===== config.mk =====
export PLATFORM = sky130hd
export DESIGN_NAME = ptw_top
export DESIGN_NICKNAME = d
export VERILOG_FILES = /design/src/rtl/ptw_pkg.sv /design/src/rtl/ptw_addr_gen.sv /design/src/rtl/ptw_entry_dec.sv /design/src/rtl/ptw_top.sv
export SDC_FILE = /design/constraint.sdc
export NUM_CORES = 1
export LEC_CHECK = 0
export BUFFER_PORTS_ARGS = -buffer_cell sky130_fd_sc_hd__buf_4
export CAP_MARGIN = 15
export CORE_UTILIZATION = 50
export CTS_CLUSTER_DIAMETER = 50
export DETAILED_ROUTE_END_ITERATION = 10
export PLACE_DENSITY_LB_ADDON = 0.3
export SLEW_MARGIN = 20
export SYNTH_ARGS = -nofsm -noshare
export SYNTH_HDL_FRONTEND = slang
export SYNTH_SLANG_ARGS = --single-unit

===== constraint.sdc =====
create_clock -name clk -period 6 [get_ports clk]
set_clock_uncertainty 0.15 [all_clocks]
set_input_delay 0 -clock clk [delete_from_list [all_inputs] [get_ports clk]]
set_output_delay 0 -clock clk [all_outputs]
set_load 0.03 [all_outputs]

===== src/rtl/ptw_pkg.sv =====
package ptw_pkg;
    localparam int VA_W         = 64;
    localparam int PA_W         = 52;
    localparam int ENT_W        = 64;
    localparam int PG_SHIFT     = 12;
    localparam int LM_IDX_W     = 9;
    localparam int LG_IDX_W     = 10;
    localparam int LM_LEVELS    = 4;
    localparam int LG_LEVELS    = 2;
    localparam int LM_ENT_SHIFT = 3;   // 8-byte entries
    localparam int LG_ENT_SHIFT = 2;   // 4-byte entries
    localparam int LG_ENT_W     = 32;
    localparam int LVL_W        = 2;
    localparam int CANON_BIT    = PG_SHIFT + LM_LEVELS * LM_IDX_W - 1;

    typedef enum logic [1:0] {
        ST_OK          = 2'd0,
        ST_NOT_PRESENT = 2'd1,
        ST_NONCANON    = 2'd2
    } walk_status_e;

    typedef enum logic [1:0] {
        S_IDLE  = 2'd0,
        S_ISSUE = 2'd1,
        S_WAIT  = 2'd2
    } walk_state_e;

    typedef struct packed {
        logic             long_mode;
        logic [VA_W-1:0]  vaddr;
        logic [PA_W-1:0]  base;
        logic [LVL_W-1:0] level;
    } walk_ctx_t;

    function automatic logic is_canonical(input logic [VA_W-1:0] va);
        return (va[VA_W-1:CANON_BIT] == '0) || (&va[VA_W-1:CANON_BIT]);
    endfunction
endpackage


===== src/rtl/ptw_addr_gen.sv =====
module ptw_addr_gen
    import ptw_pkg::*;
(
    input  logic             long_mode,
    input  logic [LVL_W-1:0] level,
    input  logic [VA_W-1:0]  vaddr,
    input  logic [PA_W-1:0]  base,
    output logic [PA_W-1:0]  entry_addr
);
    logic [LM_IDX_W-1:0] lm_idx [LM_LEVELS];
    logic [LG_IDX_W-1:0] lg_idx [LG_LEVELS];

    for (genvar g = 0; g < LM_LEVELS; g++) begin : g_lm_slice
        assign lm_idx[g] = vaddr[PG_SHIFT + g*LM_IDX_W +: LM_IDX_W];
    end
    for (genvar g = 0; g < LG_LEVELS; g++) begin : g_lg_slice
        assign lg_idx[g] = vaddr[PG_SHIFT + g*LG_IDX_W +: LG_IDX_W];
    end

    always_comb begin
        if (long_mode)
            entry_addr = base + (PA_W'(lm_idx[level]) << LM_ENT_SHIFT);
        else
            entry_addr = base + (PA_W'(lg_idx[level[0]]) << LG_ENT_SHIFT);
    end

    logic unused_va;
    assign unused_va = ^{vaddr[VA_W-1:CANON_BIT+1], vaddr[PG_SHIFT-1:0]};
endmodule


===== src/rtl/ptw_entry_dec.sv =====
module ptw_entry_dec
    import ptw_pkg::*;
(
    input  logic             long_mode,
    input  logic [ENT_W-1:0] rdata,
    output logic             present,
    output logic [PA_W-1:0]  frame_base
);
    always_comb begin
        present = rdata[0];
        if (long_mode)
            frame_base = {rdata[PA_W-1:PG_SHIFT], {PG_SHIFT{1'b0}}};
        else
            frame_base = PA_W'({rdata[LG_ENT_W-1:PG_SHIFT], {PG_SHIFT{1'b0}}});
    end

    logic unused_bits;
    assign unused_bits = ^{rdata[ENT_W-1:PA_W], rdata[PG_SHIFT-1:1]};
endmodule


===== src/rtl/ptw_top.sv =====
module ptw_top
    import ptw_pkg::*;
(
    input  logic             clk,
    input  logic             rst,
    input  logic             req_valid,
    input  logic             req_long,
    input  logic [VA_W-1:0]  req_vaddr,
    input  logic [PA_W-1:0]  req_root,
    output logic             busy,
    output logic             mem_req,
    output logic [PA_W-1:0]  mem_addr,
    input  logic             mem_rvalid,
    input  logic [ENT_W-1:0] mem_rdata,
    output logic             done,
    output logic [1:0]       done_status,
    output logic [LVL_W-1:0] done_level,
    output logic [PA_W-1:0]  done_paddr
);
    localparam logic [LVL_W-1:0] LM_TOP = LVL_W'(LM_LEVELS - 1);
    localparam logic [LVL_W-1:0] LG_TOP = LVL_W'(LG_LEVELS - 1);
    localparam logic [PA_W-1:0]  LG_MASK = PA_W'({LG_ENT_W{1'b1}});

    walk_state_e  state;
    walk_ctx_t    ctx;
    walk_status_e status_q;
    logic         ent_present;
    logic [PA_W-1:0] frame_base;
    logic [PA_W-1:0] root_base;

    assign root_base = {req_root[PA_W-1:PG_SHIFT], {PG_SHIFT{1'b0}}};

    ptw_addr_gen u_addr_gen (
        .long_mode (ctx.long_mode),
        .level     (ctx.level),
        .vaddr     (ctx.vaddr),
        .base      (ctx.base),
        .entry_addr(mem_addr)
    );

    ptw_entry_dec u_entry_dec (
        .long_mode (ctx.long_mode),
        .rdata     (mem_rdata),
        .present   (ent_present),
        .frame_base(frame_base)
    );

    assign busy        = (state != S_IDLE);
    assign mem_req     = (state == S_ISSUE);
    assign done_status = status_q;

    always_ff @(posedge clk) begin
        if (rst) begin
            state      <= S_IDLE;
            ctx        <= '0;
            done       <= 1'b0;
            status_q   <= ST_OK;
            done_level <= '0;
            done_paddr <= '0;
        end else begin
            done <= 1'b0;
            unique case (state)
                S_IDLE: begin
                    if (req_valid) begin
                        ctx.long_mode <= req_long;
                        ctx.vaddr     <= req_vaddr;
                        ctx.base      <= req_long ? root_base : (root_base & LG_MASK);
                        ctx.level     <= req_long ? LM_TOP : LG_TOP;
                        if (req_long && !is_canonical(req_vaddr)) begin
                            done       <= 1'b1;
                            status_q   <= ST_NONCANON;
                            done_level <= LM_TOP;
                            done_paddr <= '0;
                        end else begin
                            state <= S_ISSUE;
                        end
                    end
                end
                S_ISSUE: state <= S_WAIT;
                S_WAIT: begin
                    if (mem_rvalid) begin
                        if (!ent_present) begin
                            done       <= 1'b1;
                            status_q   <= ST_NOT_PRESENT;
                            done_level <= ctx.level;
                            done_paddr <= '0;
                            state      <= S_IDLE;
                        end else if (ctx.level == '0) begin
                            done       <= 1'b1;
                            status_q   <= ST_OK;
                            done_level <= '0;
                            done_paddr <= frame_base | PA_W'(ctx.vaddr[PG_SHIFT-1:0]);
                            state      <= S_IDLE;
                        end else begin
                            ctx.base  <= frame_base;
                            ctx.level <= ctx.level - 1'b1;
                            state     <= S_ISSUE;
                        end
                    end
                end
                default: state <= S_IDLE;
            endcase
        end
    end

    logic unused_root;
    assign unused_root = ^req_root[PG_SHIFT-1:0];

    // a read request never repeats in the next cycle
    a_r9_single_read: assert property (@(posedge clk) disable iff (rst)
        mem_req |=> !mem_req);
    // reads only happen inside a busy walk
    a_r7_req_in_walk: assert property (@(posedge clk) disable iff (rst)
        mem_req |-> busy);
    // the result pulse is seen only when idle
    a_r10_done_idle: assert property (@(posedge clk) disable iff (rst)
        done |-> (!busy && !mem_req));
    // non-canonical faults report the top level and no address
    a_r6_noncanon_level: assert property (@(posedge clk) disable iff (rst)
        (done && done_status == ST_NONCANON) |-> (done_level == LM_TOP && done_paddr == '0));
    // without read data the walk holds its place
    a_r8_wait_hold: assert property (@(posedge clk) disable iff (rst)
        (state == S_WAIT && !mem_rvalid) |=> (state == S_WAIT && $stable(ctx)));
    // 32-bit walks never address above 4 GB
    a_r2_addr32: assert property (@(posedge clk) disable iff (rst)
        (mem_req && !ctx.long_mode) |-> (mem_addr[PA_W-1:LG_ENT_W] == '0));
    // a translated address keeps the page offset
    a_r4_offset: assert property (@(posedge clk) disable iff (rst)
        (done && done_status == ST_OK) |-> (done_paddr[PG_SHIFT-1:0] == ctx.vaddr[PG_SHIFT-1:0]));
endmodule


==> metrics.md <==
| Metric | Value |
|---|---|
| Status | `completed` |
| Crit start category | `flip-flop` |
| Mapped Cells | `692` |
| Synthesis-to-finish area growth | `57.4%` |
| Avg Cell Area, Syn | `9.04 µm²` |
| Commonest cells after routing, fill and taps aside | `buf_4 (265), nand2_1 (150), dfxtp_1 (150)` |
| Crit-path slowest cell | `nor2b_2` |
| # setup viols final | `0` |
| CTS sink count | `150` |
| Largest net degree at the start of global routing | `102` |
| Die width | `114 µm` |
| Async SR Flop Fraction | `0` |
| Vias in the first global route | `6820` |
| First-pass GRT wire length | `33700 µm` |
| Die H | `114 µm` |
| Yosys top cell by area | `dfxtp_1` |
| Final WS setup | `2670 ps` |
| Vias/cell | `5.57` |
| # port buffers | `258` |
| Pre-CTS WS | `2550 ps` |
| Initial antenna violation count | `1` |
| Gr ovfl total | `0` |
| Max VDD drop | `0.000190 V` |
| RePlAce Congestion | `0.846` |
| Crit path required time | `6210 ps` |
| # placed instances | `1028` |
| Min Clock Period, post-route | `3330 ps` |
| Setup TNS | `0 ps` |
| Clock Path Buffers | `2` |
| Overall power | `2.70 mW` |
| Reg clk slew, reported paths | `60 ps` |
| CTS tree | `done` |
| Final hold vios | `0` |
| Area of the multi-input gates | `2700 µm²` |
| Post-synth EDFFs | `0` |
| Most common cell after layout, fill and taps aside | `buf_4` |
| Crit. End Element | `flip-flop` |
| H-Tree Level Count | `4` |
| Storage cell area | `3000 µm²` |
| Initial core utilization | `0.516` |
| Vias | `6640` |
| Crit Path Max Fanout | `25` |
| Clock latency on the worst-skew pair | `420 ps` |
| CTS Root Cell | `clkbuf_16` |
| CP Cell Sequence | `nor2b_2, and2_1, nand2_1, nor4_2, buf_4, a22o_1` |
| Max Slew Vio Count | `0` |
| Initial DRC count | `514` |
| Gr usage total | `0.336` |
| Part of the cycle the worst path needs | `0.555` |
| DR pass1 iterations | `4` |
| Routed Antenna Nets | `0` |
| Cell Count, Final, Fillers Out | `1193` |
| Post-synthesis cell type count | `37` |
| # fillers | `734` |
| Share of the synthesized area in the top cell type | `0.480` |
| Final wirelength | `21800 µm` |
| Worst Hold Class | `primary input to flip-flop` |
| Share of layout cells above drive strength 1 | `0.311` |
| Kind of critical path | `flip-flop to flip-flop` |
| Die area | `13000 µm²` |
| Power Density | `275 nW/µm²` |
| Num CTS Buffers | `17` |
| CP arrival | `3540 ps` |
| # rows | `40` |
| Post-synth top flop | `dfxtp_1` |
| RSZ-0062 raised after global routing | `no` |
| Nets@finish | `1197` |
| Util after Layout | `0.813` |
| Top post-synthesis cells by area | `dfxtp_1 (48%), nand2_1 (9.0%), a22o_1 (7.3%), buf_4 (5.0%), a21oi_1 (4.2%)` |
| Fmax | `300 MHz` |
| Tightest Pin Transition | `1120 ps` |
| Yosys reg bits | `150` |
| Synthesized area | `6250 µm²` |
| Maxcap violations | `0` |
| Relative slew slack | `0.254` |
| Cell area after layout | `9850 µm²` |
| Lkg Pwr | `4.29 nW` |
| Hold Worst Slack | `32.3 ps` |
| Core Region | `12100 µm²` |
| Register area share after synthesis | `0.480` |
| Number of remaining DRC errors | `0` |
| Placed Area | `7920 µm²` |
| Crit path max-delay family | `simple AND/OR/NAND/NOR gates` |
| Wire per inst | `18.3 µm` |
| I/O pin count | `296` |
| WP buf/inv | `1` |
| CP max stage delay | `900 ps` |
| YS warnings | `0` |
| HPWL after DPL | `12500 µm` |
[worst reg2reg max path, cell delays in order (launching register included)]
cell     delay [ps]
dfxtp_1         520
nor2b_2         900
and2_1          850
nand2_1         170
nor4_2          170
buf_4           310
a22o_1          220
[kinds of logic (layout without fill, tap and decap cells)]
group | count (synthesis) | count (layout) | share of synthesized area
AO/OA/AOI/OAI | 185 | 185 | 0.214
adder cells (fa/ha/maj) | 1 | 1 | 0.00200
buffers and inverters | 102 | 433 | 0.0934
flip-flops | 150 | 150 | 0.480
multiplexers | 20 | 20 | 0.0500
other | 1 | 3 | 0.000600
AND/OR/NAND/NOR | 233 | 233 | 0.160
[worst paths after layout]
kind,endpoint,start,slack [ps],cells after the start
max,done_paddr[39],state[1],2670,6
min,ctx[118],req_valid,30,4
min reg2reg,ctx[95],ctx[95],300,2
max reg2reg,done_paddr[39],state[1],2670,6
[power breakdown]
part | switching [mW] | internal, mW
logic | 0.288 | 0.244
clock network | 0.414 | 0.662
registers | 0.0409 | 1.05
[cells in the mapped netlist, types with 3 or more instances]
cell / instances
nor2_1: 53
buf_4: 42
a211oi_1: 24
a311oi_1: 20
buf_2: 5
mux2i_1: 11
inv_1: 4
clkbuf_1: 41
nand2_1: 150
buf_1: 5
a21oi_1: 53
nor3_1: 4
and3_1: 3
nand4_1: 3
o21ai_0: 10
buf_6: 5
mux4_2: 9
a22o_1: 52
and2_1: 3
a22oi_1: 20
nand2b_1: 4
dfxtp_1: 150
[what timing repair did]
| action | 4_1_cts | 5_1_grt |
|---|---|---|
| hold buffers | 131 | 0 |
| buffers inserted | 0 | 0 |
| hold endpoints to repair | 134 | 0 |
| resized for setup | 0 | 0 |
[registers in the layout, summed over array words and instances, names as in the netlist]
| name | flops |
|---|---|
| ctx | 91 |
| done_paddr | 52 |
| done_level | 2 |
| done_status | 2 |
| state | 2 |
| done | 1 |
[layer usage]
metal,wire length (µm),GRT usage,up-vias
li1,-,-,3043
met5,0,0,-
met2,11100,0.589,349
met4,1310,0.235,0
met3,1480,0.0866,96
met1,8000,0.351,3152
[cell type report]
class | count | share of cell area
Clock buffer | 19 | 0.0450
Timing Repair Buffer | 397 | 0.337
Tap cell | 168 | 0.0213
Multi-Input combinational cell | 441 | 0.274
Antenna cell | 1 | 0.000254
Sequential cell | 150 | 0.305
Clock inverter | 13 | 0.0159
Inverter | 4 | 0.00152
Power figures use the tool's default switching activity.
